==> config.mk <==
export PLATFORM = sky130hd
export DESIGN_NAME = byte_ptr_loader
export DESIGN_NICKNAME = d
export VERILOG_FILES = /design/src/rtl/byte_ptr_loader.sv
export SDC_FILE = /design/constraint.sdc
export NUM_CORES = 1
export LEC_CHECK = 0
export CAP_MARGIN = 40
export CORE_ASPECT_RATIO = 1.25
export CORE_MARGIN = 2
export CORE_UTILIZATION = 40
export CTS_CLUSTER_DIAMETER = 80
export DETAILED_ROUTE_END_ITERATION = 12
export DONT_BUFFER_PORTS = 1
export GPL_ROUTABILITY_DRIVEN = 0
export PLACE_DENSITY = 0.58
export SLEW_MARGIN = 15
export SYNTH_ARGS = -nofsm -noshare
export SYNTH_HDL_FRONTEND = slang
export SYNTH_SLANG_ARGS = --single-unit
==> constraint.sdc <==
create_clock -name clk -period 2.8 [get_ports clk]
set_input_delay 0.42 -clock clk [delete_from_list [all_inputs] [get_ports clk]]
set_output_delay 0.42 -clock clk [all_outputs]
set_load 0.02 [all_outputs]
==> src/rtl/byte_ptr_loader.sv <==
module byte_ptr_loader #(
  parameter int          ADDR_W  = 28,
  parameter int          NBYTES  = 4,
  parameter logic [31:0] REV_WORD = 32'hA5C3_1E07
) (
  input  logic              clk,
  input  logic              rst_n,
  input  logic              ptr_clr,
  input  logic              wr_en,
  input  logic              rd_en,
  input  logic [7:0]        wr_byte,
  output logic [7:0]        rev_byte,
  output logic [ADDR_W-1:0] mbox_addr,
  output logic              load_done
);
  localparam int IDX_W  = $clog2(NBYTES + 1);
  localparam int FULL_W = 8 * NBYTES;

  logic [IDX_W-1:0]  idx;
  logic [FULL_W-1:0] addr_full;
  logic              room;
  logic              wr_ok;
  logic              rd_ok;
  logic [IDX_W-1:0]  shift_bytes;

  assign room        = idx < IDX_W'(NBYTES);
  assign wr_ok       = !ptr_clr && wr_en && room;
  assign rd_ok       = !ptr_clr && !wr_en && rd_en && room;
  assign shift_bytes = IDX_W'(NBYTES - 1) - idx;
  assign rev_byte    = room ? 8'(REV_WORD >> (8 * shift_bytes)) : 8'h00;
  assign mbox_addr   = addr_full[ADDR_W-1:0];

  always_ff @(posedge clk) begin
    if (!rst_n) begin
      idx       <= '0;
      addr_full <= '0;
      load_done <= 1'b0;
    end else if (ptr_clr) begin
      idx       <= '0;
      load_done <= 1'b0;
    end else if (wr_ok) begin
      addr_full <= (addr_full & ~(FULL_W'(8'hFF) << (8 * shift_bytes)))
                 | ((FULL_W'(wr_byte) << (8 * shift_bytes)) & FULL_W'({ADDR_W{1'b1}}));
      idx       <= idx + 1'b1;
      if (idx == IDX_W'(NBYTES - 1)) load_done <= 1'b1;
    end else if (rd_ok) begin
      idx <= idx + 1'b1;
    end
  end
endmodule


==> reports/results.txt, run 1 <==
DRT iter0 DRCs - 15
Die height - 68.7 um
Largest net degree at the start of global routing - 11
Per-cell routed wire length - 18.0 um
RSZ-0062 raised after global routing - no
Pint - 748 uW
Worst setup SP type - flop
Clock Skew - 0.00540 ns
DIE WIDTH - 55.8 um
Post-CTS sizing - 0
Initial antenna violation count - 0
First-pass GRT wire length - 4730 um
Final non-filler cell total - 158
Synth top area share - 47.8%
Main synth FF type - dfxtp_1
Pwr Density - 664 nW/um2
H-tree depth - 2
NetSw - 219 uW
Worst path cell trace - inv_1, ha_1, nor2b_1
Seq pwr share - 49.3%
CTS tree - yes
CP Capture Type - output pin
Fillcell total - 311
Most frequent cell after synthesis - dfxtp_1
Comb pwr share - 6.7%
Lkg Pwr - 0.000524 uW
Initial Util - 42.0%
Nets - 141
Ys async rst share - 0%
Post-Synthesis Net Count - 138
Slowest Stage Delay on Critical Path - 0.42 ns
Mapped cell area - 1340 um2
Synth Warn # - 0
Sequential fraction of the synthesis area - 47.8%
Worst-margin pin slew - 0.559 ns
Synthesis-to-layout area growth - 8.68%
Drt via density - 5.56
Clock latency on the worst-skew pair - 0.28 ns
Pins over their slew limit - 0
Slowest stage cell, crit path - nor2b_1
Period utilization - 65.4%
Final HPWL DP - 2180 um
Post-Syn Instances - 117
GR Overflow Total - 0
Worst EP arrival - 1.41 ns
Hold-fix buffers, CTS - 0
Max Clock Freq - 546 MHz
Post-synth EDFFs - 0
CTS Sinks - 32
Via count - 878
Top post-synthesis cells by count - dfxtp_1, o2bb2ai_1, nand2_1, ha_1, inv_1
Crit path kind - flop to output pin
Mean post-synth cell area - 11.5 um2
Worst Path Buf+Inv - 1
Core box area - 3190 um2
Antenna viol nets, final - 0
CTS Buffer Depth - 2
Hold Fails Final Rpt - 0
Final wirelength - 2840 um
Share of cells above drive strength 1 - 17.4%
Switching Share - 22.6%
Vias in the first global route - 916
Die Area - 3830 um2
IO buf count - 0
Hold Crit Class - primary input to flop
Worst EP required - 2.38 ns
Synth area leader - dfxtp_1
Max Cap Viol - 0
TritonCTS Buffers - 5
Netlist cell types - 24
Slew headroom - 62.6%
Root Driver - clkbuf_8
Dominant cells by area after synthesis - dfxtp_1, o2bb2ai_1, ha_1, a2bb2o_4, a31oi_4
Router iterations before antenna repair - 2
DRC viols - 0
Status - completed
Max VDD drop - 0.000405 V
Row count - 23
GR Util All Layers - 16.7%
I/O pin total - 50
Clock Power Share - 43.9%
Setup Total Neg Slack - 0 ns
Post CTS Setup Buffer Count - 0
Clock transition at the registers of the reported paths - 0.07 ns
Min cycle time layout - 1.83 ns
CP Max Fanout - 6
Family with the most delay on the worst path - simple AND/OR/NAND/NOR gates
Seq cells post-synth - 32
Inserted Diodes - 0
Post-Place Cells - 150
Final setup viols - 0
==> state kept, by name (all words and copies together) (netlist names) <==
signal     flops
load_done      1
idx            3
addr_full     28
==> power groups by stage <==
stage,combinational (uW),clock (uW),sequential [uW]
2_1_floorplan,60.9,0,485
3_3_place_gp,65.2,0,487
3_5_place_dp,66.8,0,487
4_1_cts,66.7,438,477
5_1_grt,73.7,462,478
6_report,65.2,424,477
==> metal layers <==
layer | wire length (um) | part of all wire (%) | up-vias | GRT usage [%]
met3 | 189 | 6.6 | 6 | 6.72
li1 | - | - | 425 | -
met4 | 40 | 1.4 | 0 | 7.32
met5 | 0 | 0 | - | 0
met1 | 1150 | 41 | 415 | 18.8
met2 | 1460 | 51 | 32 | 28.4
==> cell type report <==
| class | count | area, um2 | share of cell area (%) |
|---|---|---|---|
| multi-input cells | 72 | 628 | 43.1 |
| clock buffers | 6 | 72.6 | 4.98 |
| flip-flops and latches | 32 | 641 | 44.0 |
| well taps | 37 | 46.3 | 3.18 |
| clock inverters | 2 | 35.0 | 2.41 |
| inverters | 9 | 33.8 | 2.32 |
==> per-stage QoR <==
step	cell area (um2)	util, %	setup slack (ns)	power [uW]	hold slack (ns)
after floorplan	1340	-	1.32	546	0.526
after global placement	1350	42.2	1.22	552	0.549
after detailed placement	1350	42.2	1.17	554	0.553
after CTS	1460	45.6	0.942	981	0.323
after global routing	1460	45.6	0.825	1010	0.347
final	1460	45.6	0.970	967	0.331
==> cells in the final DEF (no fill, tap or decap), types with 2 or more instances in the layout <==
cell type and count:
a2bb2o_4 4, ha_1 8, o21bai_1 2, o2bb2ai_1 20, nor2_1 7, inv_1 8, dfxtp_1 32, a21oi_1 2
nor2b_1 2, clkbuf_8 5, a31oi_4 2, nand2_1 11, nand2_2 2, o22ai_1 4
==> worst paths after layout <==
kind,start,endpoint,slack [ns],cells past startpoint
setup reg to reg,idx[0]$_SDFFE_PP0P_,addr_full[24]$_SDFFE_PN0P_,1.18,5
setup / recovery,idx[0]$_SDFFE_PP0P_,rev_byte[5],0.97,3
hold / removal,wr_byte[5],addr_full[5]$_SDFFE_PN0P_,0.33,2
hold reg to reg,addr_full[26]$_SDFFE_PN0P_,addr_full[26]$_SDFFE_PN0P_,0.56,2
==> kinds of logic (layout without fill, tap and decap cells) <==
kind of cell,Yosys count,in the layout,share of synthesized area [%]
compound gates,36,36,27.8
xor+xnor,1,1,0.654
buf+inv,13,17,5.32
mux,1,1,0.747
fa+ha+maj,8,8,7.47
simple gates,26,26,10.2
flops,32,32,47.8
Note: power is estimated with default switching activity, not from simulation.
==> run 2, diff against run 1 <==
==> constraint.sdc (replaced) <==
create_clock -name clk -period 1.79 [get_ports clk]
set_input_delay 0.2685 -clock clk [delete_from_list [all_inputs] [get_ports clk]]
set_output_delay 0.2685 -clock clk [all_outputs]
set_load 0.02 [all_outputs]
==> run 2 against run 1 <==
Against the previous run:
- cell count grew 3.2%
- core utilization up 0.63 points
- clock power rose by 29%
- non-clock buffer count rose by 5
- clock skew shrank 0.0018 ns
- wire length up 2.9%
- hold slack worse by 0.13 ns
- power is 45% higher
- sequential cell count stayed put
- via count grew 2.2%
==> reports/results.txt, run 2 (synthesized netlist as in run 1, its figures left out) <==
Hold Crit Class - primary input to flop
Inserted Diodes - 0
R2R cell count - 5
Biggest regs - addr_full x28, idx x3, load_done x1
Via count - 897
FF-to-FF Start - idx[0]$_SDFFE_PP0P_
DRT iter0 DRCs - 8
GR Util All Layers - 17.1%
Family with the most delay on the worst path - flip-flops
DIE WIDTH - 55.8 um
Final non-filler cell total - 163
Setup crit start - idx[0]$_SDFFE_PP0P_
Post-CTS sizing - 0
Die height - 68.7 um
Crit path kind - flop to output pin
Dpl ws - 0.251 ns
H-tree depth - 2
Worst Path Buf+Inv - 1
Post-Place Cells - 155
Nets - 146
Final HPWL DP - 2290 um
Largest net degree at the start of global routing - 11
Lkg Pwr - 0.000539 uW
Router iterations before antenna repair - 3
Clock Skew - 0.00365 ns
Worst EP arrival - 1.41 ns
Setup slack, reg-to-reg - 0.26 ns
Root Driver - clkbuf_8
Min cycle time layout - 1.68 ns
Cell count along the critical path - 3
DRC viols - 0
Per-cell routed wire length - 18.0 um
Fin Hold WS - 0.197 ns
Final setup viols - 0
Core box area - 3190 um2
Post CTS Setup Buffer Count - 0
CP Max Fanout - 6
Synthesis-to-layout area growth - 10.2%
Share of cells above drive strength 1 - 19.8%
Clock transition at the registers of the reported paths - 0.06 ns
Worst-margin pin slew - 0.481 ns
Slowest Stage Delay on Critical Path - 0.43 ns
CTS tree - yes
Period utilization - 94.0%
Initial antenna violation count - 0
Worst path cell trace - inv_1, ha_1, nor2_1
CTS Buffer Depth - 2
CTS Sinks - 32
GR Overflow Total - 0
Pins over their slew limit - 0
CP Capture Type - output pin
Most flops, register - addr_full
I/O pin total - 50
Antenna viol nets, final - 0
Slowest stage cell, crit path - dfxtp_1
First-pass GRT wire length - 4880 um
Die Area - 3830 um2
Hold-fix buffers, CTS - 0
IO buf count - 0
Hold Fails Final Rpt - 0
Max VDD drop - 0.000608 V
Setup Total Neg Slack - 0 ns
CP endpoint - rev_byte[0]
TritonCTS Buffers - 5
Clock latency on the worst-skew pair - 0.27 ns
Vias in the first global route - 956
Status - completed
Max Clock Freq - 594 MHz
Setup ws final - 0.107 ns
Max FFs per register - 28
Drt via density - 5.50
Pwr Density - 948 nW/um2
Final wirelength - 2930 um
Commonest non-fill, non-tap cell in the layout - dfxtp_1
Worst EP required - 1.52 ns
Commonest cells after routing, fill and taps aside - dfxtp_1, o2bb2ai_1, nand2_1
Worst setup SP type - flop
Initial Util - 42.0%
Slew headroom - 67.9%
Reg2reg end - addr_full[12]$_SDFFE_PN0P_
Row count - 23
RSZ-0062 raised after global routing - no
Max Cap Viol - 0
==> run 2: cell types whose count changed in the layout (fill, tap and decap cells not counted) <==
| cell | change |
|---|---|
| clkbuf_8 | +1 |
| clkinv_2 | -1 |
| clkbuf_1 | +1 |
| buf_4 | +5 |
| bufinv_16 | -1 |
==> run 2: worst reg2reg max path, cell delays in order (launching register included) <==
cell and delay [ns]:
dfxtp_1 0.43, inv_1 0.16, ha_1 0.22, nor2b_4 0.13, a31oi_4 0.35, o2bb2ai_1 0.17
==> run 2: how the worst min path moves through the flow <==
stage,start,to,depth (start not counted)
finish,wr_byte[5],addr_full[5]$_SDFFE_PN0P_,2
CTS,wr_byte[5],addr_full[5]$_SDFFE_PN0P_,2
global route,wr_byte[6],addr_full[6]$_SDFFE_PN0P_,2
global placement,rd_en,idx[2]$_SDFFE_PP0P_,2
detailed placement,rd_en,idx[2]$_SDFFE_PP0P_,2
floorplan,wr_byte[4],addr_full[4]$_SDFFE_PN0P_,2
==> run 2: through the flow <==
stage / utilization [%] / total power, uW / instance area (um2)
after floorplan: - / 854 / 1340
after global placement: 43.4 / 871 / 1390
after detailed placement: 43.4 / 873 / 1390
after global routing: 46.2 / 1470 / 1480
after CTS: 46.2 / 1420 / 1480
final: 46.2 / 1400 / 1480
==> run 2: routing by layer <==
metal  wire [um]  share of wire, %  vias up  global-route usage, %
met2        1550                53       32                   31.8
met5           0                 0        -                      0
met1        1110                38      419                   16.4
li1            -                 -      440                      -
met3         202               6.9        6                   6.72
met4          65               2.2        0                   9.45
==> run 2: power by group <==
part | internal [uW] | switching [uW]
registers | 724 | 22.2
logic | 39.9 | 69.2
clock network | 313 | 232
total | 1080 | 323
==> run 2: final cells by class <==
| class | instances | area (um2) |
|---|---|---|
| fillers | 315 | 1720 |
| flip-flops and latches | 32 | 641 |
| multi-input cells | 72 | 628 |
| clock buffers | 8 | 90.1 |
| well taps | 37 | 46.3 |
| repair buffers | 5 | 37.5 |
| inverters | 9 | 33.8 |
==> run 3, diff against run 2 <==
--- a/config.mk
+++ b/config.mk
@@ -11,9 +11,9 @@
 export CORE_UTILIZATION = 40
 export CTS_CLUSTER_DIAMETER = 80
 export DETAILED_ROUTE_END_ITERATION = 12
-export DONT_BUFFER_PORTS = 1
 export GPL_ROUTABILITY_DRIVEN = 0
-export PLACE_DENSITY = 0.58
+export PLACE_DENSITY = 0.77
+export RECOVER_POWER = 50
 export SLEW_MARGIN = 15
 export SYNTH_ARGS = -nofsm -noshare
 export SYNTH_HDL_FRONTEND = slang
==> run 3 against run 2 <==
Against the previous run:
- design area increased by 31%
- power increased by 13%
- cell count increased by 30%
- clock skew about the same
- wire length increased by 16%
- sequential share of layout area decreased by 10 points
- largest power group unchanged
==> reports/results.txt, run 3 (synthesized netlist as in run 1, its figures left out) <==
Commonest cells after routing, fill and taps aside - dfxtp_1, clkdlybuf4s50_1, o2bb2ai_1
CTS tree - yes
Power Total - 1580 uW
Hold Fails Final Rpt - 0
Met3 Wirelength - 156 um
Final wirelength - 3390 um
Worst-margin pin slew - 0.482 ns
First-pass GRT wire length - 5380 um
Slew headroom - 67.8%
IO buf count - 49
DRT iter0 DRCs - 28
Slowest Stage Delay on Critical Path - 0.34 ns
Hold Path Stages - 2
Min cycle time layout - 1.69 ns
Hold-fix buffers, CTS - 0
Status - completed
Per-cell routed wire length - 16.0 um
H-tree depth - 2
GR Overflow Total - 0
Clock transition at the registers of the reported paths - 0.07 ns
Die Area - 3830 um2
Initial Util - 42.0%
FF-to-FF Start - idx[2]$_SDFFE_PP0P_
DRC viols - 0
Nets - 195
Lkg Pwr - 0.000784 uW
Drt via density - 5.14
Slowest stage cell, crit path - dfxtp_2
Max FFs per register - 28
Period utilization - 94.4%
Setup slack, reg-to-reg - 0.19 ns
Commonest non-fill, non-tap cell in the layout - dfxtp_1
Biggest regs - addr_full x28, idx x3, load_done x1
Fin Hold WS - 0.454 ns
CTS Buffer Depth - 2
DIE WIDTH - 55.8 um
CTS Sinks - 32
Row count - 23
I/O pin total - 50
Setup Total Neg Slack - 0 ns
Crit path kind - flop to output pin
Core box area - 3190 um2
Hold path endpoint - addr_full[27]$_SDFFE_PN0P_
Pins over their slew limit - 0
Worst EP required - 1.52 ns
Top routing layer used - met4
Max Clock Freq - 592 MHz
Hold Crit Class - flop to flop
Router iterations before antenna repair - 4
Max VDD drop - 0.000521 V
Die height - 68.7 um
Worst setup SP type - flop
Antenna viol nets, final - 0
Seq. cell area - 642 um2
R2R cell count - 4
Via count - 1089
Clock Skew - 0.00372 ns
TritonCTS Buffers - 5
Met1 Wirelength - 1420 um
Hold Path Origin - addr_full[27]$_SDFFE_PN0P_
Share of cells above drive strength 1 - 16.6%
Synthesis-to-layout area growth - 44.3%
CP Capture Type - output pin
Max Cap Viol - 0
Most flops, register - addr_full
Worst path cell trace - inv_1, ha_1, nor2b_1, clkdlybuf4s15_1
Post CTS Setup Buffer Count - 0
Pwr Density - 818 nW/um2
Final setup viols - 0
GR Util All Layers - 18.9%
Reg2reg end - addr_full[2]$_SDFFE_PN0P_
Multi-input logic area - 607 um2
Met2 wire len - 1760 um
Final HPWL DP - 2480 um
Initial antenna violation count - 0
CP Max Fanout - 4
Largest net degree at the start of global routing - 11
Fillcell total - 277
Worst EP arrival - 1.42 ns
Vias in the first global route - 1123
RSZ-0062 raised after global routing - no
Clock latency on the worst-skew pair - 0.28 ns
Inserted Diodes - 0
Root Driver - clkbuf_8
## run 3: cell types whose count changed in the layout (fill, tap and decap cells not counted), moves of 2 or more
| cell | before | now |
|---|---|---|
| dlygate4sd2_1 | 0 | 2 |
| clkbuf_2 | 0 | 5 |
| clkdlybuf4s50_1 | 0 | 22 |
| dlygate4sd3_1 | 0 | 19 |
## run 3: stage by stage
stage                     cell area (um2)  utilization, %  setup slack (ns)  instances
final                                1930            60.5             0.100        212
after global routing                 1930            60.5            0.0119        212
after CTS                            1970            61.8           0.00966        212
after detailed placement             1880            58.8            0.0560        204
after global placement               1880            58.8            0.0958        204
after floorplan                      1340               -             0.348        117
## run 3: final cells by class
type / instances / area share [%]
clock buffers: 6 / 3.75
flip-flops and latches: 32 / 33.2
repair buffers: 54 / 25.7
multi-input cells: 72 / 31.4
well taps: 37 / 2.39
clock inverters: 2 / 1.81
inverters: 9 / 1.75
## run 3: worst max-delay path by stage
stage,startpoint,to
final,idx[1]$_SDFFE_PP0P_,rev_byte[6]
after global routing,idx[1]$_SDFFE_PP0P_,rev_byte[6]
after CTS,idx[0]$_SDFFE_PP0P_,rev_byte[3]
after detailed placement,idx[0]$_SDFFE_PP0P_,rev_byte[4]
after global placement,idx[0]$_SDFFE_PP0P_,rev_byte[3]
after floorplan,idx[0]$_SDFFE_PP0P_,addr_full[25]$_SDFFE_PN0P_
## run 3: report_power, final
group	switching, uW	total (uW)	internal (uW)
Sequential	7.61	732	724
Combinational	100	179	78.9
Clock	259	671	412
Total	367	1580	1220
## run 3: what timing repair did
item,CTS,global route
endpoints found under the setup margin,8,7
gates resized for setup,8,12
pin swaps,0,0
## run 3: per-layer routing
| layer | vias up | track usage (%) |
|---|---|---|
| met5 | - | 0 |
| met4 | 0 | 8.54 |
| met3 | 4 | 5.78 |
| met2 | 33 | 34.7 |
| met1 | 517 | 20.2 |
| li1 | 535 | - |
## run 3: worst max-delay path: cells and delay by family (launching register included)
family,cells,cell delay (ns)
adder cells (fa/ha/maj),1,0.15
buffers and inverters,2,0.45
flip-flops,1,0.34
AND/OR/NAND/NOR,1,0.19
